`config.mk`:
```
export PLATFORM = sky130hd
export DESIGN_NAME = hostq_sched
export DESIGN_NICKNAME = d
export VERILOG_FILES = /design/src/rtl/hostq_pkg.sv /design/src/rtl/hostq_hazard.sv /design/src/rtl/hostq_pick.sv /design/src/rtl/hostq_sched.sv
export SDC_FILE = /design/constraint.sdc
export NUM_CORES = 1
export LEC_CHECK = 0
export BUFFER_PORTS_ARGS = -buffer_cell sky130_fd_sc_hd__clkbuf_2
export CORE_ASPECT_RATIO = 1.2
export CORE_UTILIZATION = 60
export DETAILED_ROUTE_END_ITERATION = 16
export PLACE_DENSITY = 0.81
export RECOVER_POWER = 100
export SKIP_CTS_REPAIR_TIMING = 1
export SKIP_LAST_GASP = 1
export SLEW_MARGIN = 20
export SYNTH_ARGS = -nofsm -noshare
export SYNTH_HDL_FRONTEND = slang
export SYNTH_SLANG_ARGS = --single-unit
```
`constraint.sdc`:
```
create_clock -name clk -period 3.69 [get_ports clk]
set_input_delay 0.738 -clock clk [delete_from_list [all_inputs] [get_ports clk]]
set_output_delay 0.738 -clock clk [all_outputs]
set_load 0.01 [all_outputs]
```
`src/rtl/hostq_pkg.sv`:
```
package hostq_pkg;

    typedef enum logic [1:0] {
        KIND_MEM        = 2'b00,
        KIND_MGMT_ACK   = 2'b01,
        KIND_CLKSTOP_ACK = 2'b10,
        KIND_RSVD       = 2'b11
    } req_kind_e;

    function automatic logic kind_is_mem(input logic [1:0] kind);
        return kind == KIND_MEM;
    endfunction

endpackage

```
`src/rtl/hostq_hazard.sv`:
```
module hostq_hazard #(
    parameter int DEPTH = 4,
    parameter int LW    = 11
) (
    input  logic [DEPTH-1:0]         pend_wr,
    input  logic [DEPTH-1:0][LW-1:0] line,
    output logic [DEPTH-1:0]         blocked
);

    // Row i is blocked by any older (lower index) write still pending on the same line.
    for (genvar gi = 0; gi < DEPTH; gi++) begin : g_row
        if (gi == 0) begin : g_head
            assign blocked[gi] = 1'b0;
        end else begin : g_tail
            logic [gi-1:0] hit;
            for (genvar gj = 0; gj < gi; gj++) begin : g_col
                assign hit[gj] = pend_wr[gj] && (line[gj] == line[gi]);
            end
            assign blocked[gi] = |hit;
        end
    end

endmodule

```
`src/rtl/hostq_pick.sv`:
```
module hostq_pick #(
    parameter int DEPTH = 4
) (
    input  logic [DEPTH-1:0] rd_ok,
    input  logic [DEPTH-1:0] wr_ok,
    output logic             gnt_vld,
    output logic [DEPTH-1:0] gnt_oh
);

    logic [DEPTH-1:0] rd_first;
    logic [DEPTH-1:0] wr_first;

    // Lowest set index is the oldest entry.
    always_comb begin
        rd_first = '0;
        wr_first = '0;
        for (int i = DEPTH - 1; i >= 0; i--) begin
            if (rd_ok[i]) rd_first = DEPTH'(1) << i;
            if (wr_ok[i]) wr_first = DEPTH'(1) << i;
        end
    end

    assign gnt_oh  = (|rd_ok) ? rd_first : wr_first;
    assign gnt_vld = |(rd_ok | wr_ok);

endmodule

```
`src/rtl/hostq_sched.sv`:
```
module hostq_sched
    import hostq_pkg::*;
#(
    parameter int AW       = 16,
    parameter int DW       = 32,
    parameter int DEPTH    = 4,
    parameter int LINE_LSB = 5,
    parameter int SEQ_W    = $clog2(DEPTH) + 1
) (
    input  logic             clk,
    input  logic             rst_n,
    input  logic             bus_init,
    input  logic             addr_err,
    input  logic             req_valid,
    input  logic [1:0]       req_kind,
    input  logic             req_write,
    input  logic [AW-1:0]    req_addr,
    input  logic [DW-1:0]    req_wdata,
    output logic             req_stall,
    output logic             mem_req_valid,
    output logic             mem_req_write,
    output logic [AW-1:0]    mem_req_addr,
    output logic [DW-1:0]    mem_req_wdata,
    input  logic             mem_ack,
    input  logic [DW-1:0]    mem_rdata,
    output logic             rsp_valid,
    output logic             rsp_write,
    output logic [SEQ_W-1:0] rsp_seq,
    output logic [DW-1:0]    rsp_rdata
);

    localparam int CW = $clog2(DEPTH + 1);
    localparam int LW = AW - LINE_LSB;

    typedef struct packed {
        logic             vld;
        logic             wr;
        logic             iss;
        logic             dn;
        logic [SEQ_W-1:0] seq;
        logic [AW-1:0]    addr;
        logic [DW-1:0]    data;
    } ent_t;

    typedef struct packed {
        ent_t [DEPTH-1:0] ent;
        logic [CW-1:0]    cnt;
        logic [SEQ_W-1:0] seq_ctr;
        logic             busy;
        logic [SEQ_W-1:0] busy_seq;
        logic             halt;
        logic             mreq_vld;
        logic             mreq_wr;
        logic [AW-1:0]    mreq_addr;
        logic [DW-1:0]    mreq_data;
        logic             rsp_vld;
        logic             rsp_wr;
        logic [SEQ_W-1:0] rsp_seq;
        logic [DW-1:0]    rsp_data;
    } st_t;

    st_t st_d, st_q;

    logic [DEPTH-1:0]         pend_wr;
    logic [DEPTH-1:0][LW-1:0] line;
    logic [DEPTH-1:0]         blocked;
    logic [DEPTH-1:0]         rd_ok;
    logic [DEPTH-1:0]         wr_ok;
    logic                     gnt_vld;
    logic [DEPTH-1:0]         gnt_oh;

    for (genvar gi = 0; gi < DEPTH; gi++) begin : g_flags
        assign pend_wr[gi] = st_q.ent[gi].vld && st_q.ent[gi].wr && !st_q.ent[gi].dn;
        assign line[gi]    = st_q.ent[gi].addr[AW-1:LINE_LSB];
        assign rd_ok[gi]   = st_q.ent[gi].vld && !st_q.ent[gi].wr && !st_q.ent[gi].iss
                             && !blocked[gi];
        assign wr_ok[gi]   = st_q.ent[gi].vld && st_q.ent[gi].wr && !st_q.ent[gi].iss;
    end

    hostq_hazard #(.DEPTH(DEPTH), .LW(LW)) u_hazard (
        .pend_wr (pend_wr),
        .line    (line),
        .blocked (blocked)
    );

    hostq_pick #(.DEPTH(DEPTH)) u_pick (
        .rd_ok   (rd_ok),
        .wr_ok   (wr_ok),
        .gnt_vld (gnt_vld),
        .gnt_oh  (gnt_oh)
    );

    ent_t [DEPTH-1:0] work;
    logic [CW-1:0]    cnt_w;
    logic             retire;
    logic             accept;
    logic             issue;

    always_comb begin
        st_d          = st_q;
        st_d.mreq_vld = 1'b0;
        st_d.rsp_vld  = 1'b0;
        work          = st_q.ent;
        cnt_w         = st_q.cnt;
        retire        = st_q.ent[0].vld && st_q.ent[0].dn;
        accept        = req_valid && kind_is_mem(req_kind) && (st_q.cnt != CW'(DEPTH));
        issue         = !st_q.busy && !st_q.halt && !addr_err && gnt_vld;

        if (bus_init) begin
            st_d = '0;
        end else begin
            // completion from memory, matched by arrival number
            if (st_q.busy && mem_ack) begin
                st_d.busy = 1'b0;
                for (int i = 0; i < DEPTH; i++) begin
                    if (work[i].vld && work[i].iss && !work[i].dn
                        && work[i].seq == st_q.busy_seq) begin
                        work[i].dn = 1'b1;
                        if (!work[i].wr) work[i].data = mem_rdata;
                    end
                end
            end

            if (addr_err) st_d.halt = 1'b1;

            // send one command to memory
            if (issue) begin
                st_d.busy = 1'b1;
                for (int i = 0; i < DEPTH; i++) begin
                    if (gnt_oh[i]) begin
                        work[i].iss    = 1'b1;
                        st_d.busy_seq  = st_q.ent[i].seq;
                        st_d.mreq_vld  = 1'b1;
                        st_d.mreq_wr   = st_q.ent[i].wr;
                        st_d.mreq_addr = st_q.ent[i].addr;
                        st_d.mreq_data = st_q.ent[i].data;
                    end
                end
            end

            // answer the head entry in arrival order
            if (retire) begin
                st_d.rsp_vld  = 1'b1;
                st_d.rsp_wr   = st_q.ent[0].wr;
                st_d.rsp_seq  = st_q.ent[0].seq;
                st_d.rsp_data = st_q.ent[0].wr ? '0 : st_q.ent[0].data;
                for (int i = 0; i < DEPTH - 1; i++) begin
                    work[i] = work[i+1];
                end
                work[DEPTH-1] = '0;
                cnt_w         = cnt_w - CW'(1);
            end

            // append behind the youngest entry
            if (accept) begin
                for (int i = 0; i < DEPTH; i++) begin
                    if (CW'(i) == cnt_w) begin
                        work[i].vld  = 1'b1;
                        work[i].wr   = req_write;
                        work[i].iss  = 1'b0;
                        work[i].dn   = 1'b0;
                        work[i].seq  = st_q.seq_ctr;
                        work[i].addr = req_addr;
                        work[i].data = req_wdata;
                    end
                end
                cnt_w        = cnt_w + CW'(1);
                st_d.seq_ctr = st_q.seq_ctr + SEQ_W'(1);
            end

            st_d.ent = work;
            st_d.cnt = cnt_w;
        end
    end

    always_ff @(posedge clk or negedge rst_n) begin
        if (!rst_n) st_q <= '0;
        else        st_q <= st_d;
    end

    assign req_stall     = (st_q.cnt == CW'(DEPTH));
    assign mem_req_valid = st_q.mreq_vld;
    assign mem_req_write = st_q.mreq_wr;
    assign mem_req_addr  = st_q.mreq_addr;
    assign mem_req_wdata = st_q.mreq_data;
    assign rsp_valid     = st_q.rsp_vld;
    assign rsp_write     = st_q.rsp_wr;
    assign rsp_seq       = st_q.rsp_seq;
    assign rsp_rdata     = st_q.rsp_data;

    // response numbering tracker for the ordering check
    logic             seen_q;
    logic [SEQ_W-1:0] last_q;
    always_ff @(posedge clk or negedge rst_n) begin
        if (!rst_n) begin
            seen_q <= 1'b0;
            last_q <= '0;
        end else if (bus_init) begin
            seen_q <= 1'b0;
            last_q <= '0;
        end else if (rsp_valid) begin
            seen_q <= 1'b1;
            last_q <= rsp_seq;
        end
    end

    AST_NO_OVERFLOW: assert property (@(posedge clk) disable iff (!rst_n)
        st_q.cnt <= CW'(DEPTH));
    AST_FULL_REFUSES: assert property (@(posedge clk) disable iff (!rst_n)
        req_stall |=> st_q.cnt <= $past(st_q.cnt));
    AST_SPECIAL_DROPPED: assert property (@(posedge clk) disable iff (!rst_n)
        (req_valid && !kind_is_mem(req_kind)) |=> st_q.cnt <= $past(st_q.cnt));
    AST_SINGLE_ISSUE: assert property (@(posedge clk) disable iff (!rst_n)
        mem_req_valid |=> !mem_req_valid);
    AST_RSP_IN_ORDER: assert property (@(posedge clk) disable iff (!rst_n)
        (rsp_valid && seen_q) |-> rsp_seq == last_q + SEQ_W'(1));
    AST_HALT_HOLDS: assert property (@(posedge clk) disable iff (!rst_n)
        (st_q.halt && !bus_init) |=> !mem_req_valid);
    AST_INIT_CLEARS: assert property (@(posedge clk) disable iff (!rst_n)
        bus_init |=> (st_q.cnt == '0 && !rsp_valid && !mem_req_valid));

endmodule

```
==> results by group <==
Power
  – Pwr per Cell Area: 404.1 nW/µm²
  – Internal power: 5.734 mW
  – VDD IR-drop max: 0.3494 mV
  – Power Total: 7.636 mW
  – Clock share of power: 45.7%
  – Sw frac: 24.91%
  – Register share of total power: 47.2%
  – Switching pwr: approximately 1.9 mW
  – Logic pwr share: 7.1%
  – P_leak: 8.241 nW

Critical path
  – Max incr delay on CP: 610 ps
  – Cell chain of the critical path: nand3b_1 > or4_1 > nor3_4 > o22ai_2 > nor3b_4 > nand2_2 > and3_1 > a2111oi_0
  – Worst path depth: 8
  – Worst Setup SP: st_q[149]$_DFF_PN0_
  – Crit path required time: 4070 ps
  – Crit path capture type: flop
  – R2r worst-path depth: 8
  – Critical path peak fanout: 15
  – Critical path capture point: st_q[260]$_DFF_PN0_
  – Worst setup SP type: flop
  – Crit-path slowest cell: or4_1
  – Crit Reg-Reg Startpoint: st_q[149]$_DFF_PN0_
  – Worst r2r dst: st_q[260]$_DFF_PN0_
  – Top Family by Delay on Critical Path: simple AND/OR/NAND/NOR gates
  – FF-to-FF setup slack: 180 ps
  – Worst Path Arrival: between 3000 and 4000 ps
  – Critical path type: flop to flop
  – Worst path bufs/invs: 0

Run status
  – Failing checks: capacitance limit, slew limit
  – Status: complete, but fails checks

Floorplanning
  – Die ar.: 29730 µm²
  – Die Y: between 150 and 200 µm
  – Initial Util: roughly three fifths
  – IO Count: 177
  – Die X: 157.6 µm
  – Core outline area: 28250 µm²
  – Row count: 67

Clocking
  – Clock buffer count from CTS: 35
  – Worst skew pair latency: 530 ps
  – H-tree levels: 2
  – Clk sink count: around 320
  – Clock Tree Buf Depth: 3
  – Root Driver: clkbuf_16
  – TritonCTS clock tree: done
  – Clk slew on worst S/H paths: 60 ps

Timing
  – Final critical-path required period: 3508 ps
  – Final clock skew: approximately 14 ps
  – Finish-stage setup viols: 0
  – Final Hold Vio Count: 0
  – Fmax: between 200 and 300 MHz
  – Unrepaired setup endpoints after global routing: false
  – Worst rel slew slack: -53.15%
  – Setup TNS: 0 ps
  – Count of pins over their slew limit: 163
  – Period utilization: 95.08%
  – Worst slew pin tran: 2297 ps

Logic synthesis
  – Syn nets: roughly 2k
  – Async S/R FF share, synth: 100.0%
  – YS warnings: 0
  – Syn Std Cell Area: between 15000 and 20000 µm²
  – Main flop type after synthesis: dfrtp_1
  – Yosys reg bits: 318
  – Synthesized netlist cell count: 1865
  – Number of flops mapped to enable cells by yosys: 0
  – Distinct cells, synth: 57
  – Register area share after synthesis: 45.67%
  – Mean post-synth cell area: 9.342 µm²

Placement
  – Final Wtd Congestion: between 0.9 and 1
  – # port buffers: 176
  – Area after DPL: 17970 µm²
  – Post-DP HPWL: approximately 32000 µm

Cells and area
  – Most frequent cells in the layout: dfrtp_1 (318), nand2_1 (285), nor2_1 (134)
  – # diodes: 0
  – Syn-to-layout area delta: 8.467%
  – Commonest non-fill, non-tap cell in the layout: dfrtp_1
  – Layout cells sized above 1: 12.98%
  – Finished Cell Area: 18900 µm²
  – NumNets Final: 1943

Drt
  – Vias per cell: 6.916
  – Pre-Repair DR Iteration Count: 7
  – Final ANT Viol Nets: 0
  – Via Count: 15.57k
  – Wire per inst: between 20 and 25 µm
  – Initial drt markers: just under 2k
  – # DRC: 0
  – Routed WL: between 50000 and 60000 µm

Global route
  – Total grt overflow: 0
  – Number of global-route vias before repair: 15.78k
  – First-pass GRT wire length: between 80000 and 90000 µm
  – Global Route Usage Sum: 37.01%
  – Largest net degree at the start of global routing: between 150 and 200
  – Initial antenna violation count: 0

Job
  – Maxcap violations: 2

Hold path
  – Worst hold path class: input pin to flop
## power groups by stage
stage          clock [mW]  sequential [mW]  combinational [mW]
6_report             3.49             3.60               0.543
5_1_grt              3.64             3.61               0.590
4_1_cts              3.50             3.60               0.549
3_5_place_dp            0             3.66               0.546
3_3_place_gp            0             3.66               0.537
2_1_floorplan           0             3.63               0.310
## synth_stat cells (4+ instances only)
cell type,count,area share [%]
mux2i_1,35,2.0
xor2_1,62,3.1
a31oi_1,4,0.14
buf_2,10,0.29
nor2_1,135,2.9
buf_1,26,0.56
a21oi_1,110,3.2
nand3b_1,7,0.30
nor4_2,20,1.4
a221oi_2,10,0.86
nand2b_1,4,0.14
o22a_1,96,4.8
nor4_1,45,1.6
nor2b_1,6,0.22
nand3_1,9,0.26
xnor2_1,15,0.75
a311oi_1,64,3.2
inv_1,13,0.28
a221oi_1,38,1.9
o22ai_1,50,1.8
o211ai_1,96,4.1
and3_1,4,0.14
nand2_1,288,6.2
nand4_1,5,0.18
a22o_1,51,2.6
buf_4,85,3.7
clkbuf_1,161,3.5
nor3_1,6,0.17
dfrtp_1,318,46
ha_1,8,0.57
a2111oi_0,4,0.20
o21ai_0,37,1.1
and2_1,7,0.25
## worst min path at each step
stage | from | end | slack, ps | cells past startpoint
final | req_wdata[16] | st_q[279]$_DFF_PN0_ | 460 | 3
after global routing | req_wdata[16] | st_q[224]$_DFF_PN0_ | 470 | 3
after CTS | rst_n | st_q[102]$_DFF_PN0_ | 270 | 1
after detailed placement | rsp_rdata[13]$_DFFE_PN0P_ | rsp_rdata[13]$_DFFE_PN0P_ | 490 | 1
after global placement | st_q[87]$_DFFE_PN0P_ | st_q[87]$_DFFE_PN0P_ | 480 | 2
after floorplan | rst_n | line[0]$_DFF_PN0_ | 440 | 0
## sequential cells by signal (all words and copies together), names as in the netlist
name	count
st_q	187
mem_req_wdata	32
rsp_write	1
rsp_rdata	32
rsp_seq	3
mem_req_valid	1
mem_req_addr	16
mem_req_write	1
rsp_valid	1
line	44
## routing by layer
| metal | part of all wire [%] | wire length, µm | track usage, % |
|---|---|---|---|
| met5 | 0 | 0 | 0 |
| met3 | 9.9 | 5409 | 6.877 |
| met2 | 49 | 26560 | 60.36 |
| met1 | 37 | 20280 | 46.99 |
| met4 | 4.2 | 2275 | 18.52 |
## cells by family after synthesis
family          count (synthesis)  share of synthesized area, %
buf+inv                       298                         8.452
simple gates                  547                         14.43
mux                            35                         2.011
compound gates                582                         24.99
xor+xnor                       77                         3.871
flops                         318                         45.67
fa+ha+maj                       8                        0.5745
## through the flow
step | cells | hold slack, ps | setup slack [ps] | utilization [%]
floorplan | 1865 | 442.4 | 941.4 | -
global placement | 2188 | 475.1 | 503.3 | 63.63
detailed placement | 2188 | 491.0 | 350.8 | 63.63
CTS | 2251 | 268.5 | 359.5 | 67.65
global route | 2251 | 470.3 | 52.67 | 66.89
finish | 2251 | 458.6 | 181.7 | 66.89
## area by class of cell
cell class	instances	area (µm²)
well taps	379	474.2
inverters	13	48.80
clock inverters	11	95.09
fillers	2218	9353
clock buffers	52	1041
flip-flops and latches	318	7958
repair buffers	229	1234
multi-input cells	1249	8048
## worst min-delay path: cells and delay by family
kind / cells / cell delay, ps
compound gates: 1 / 60
buf+inv: 1 / 110
simple gates: 1 / 40
(Power assumes the default switching activity.)
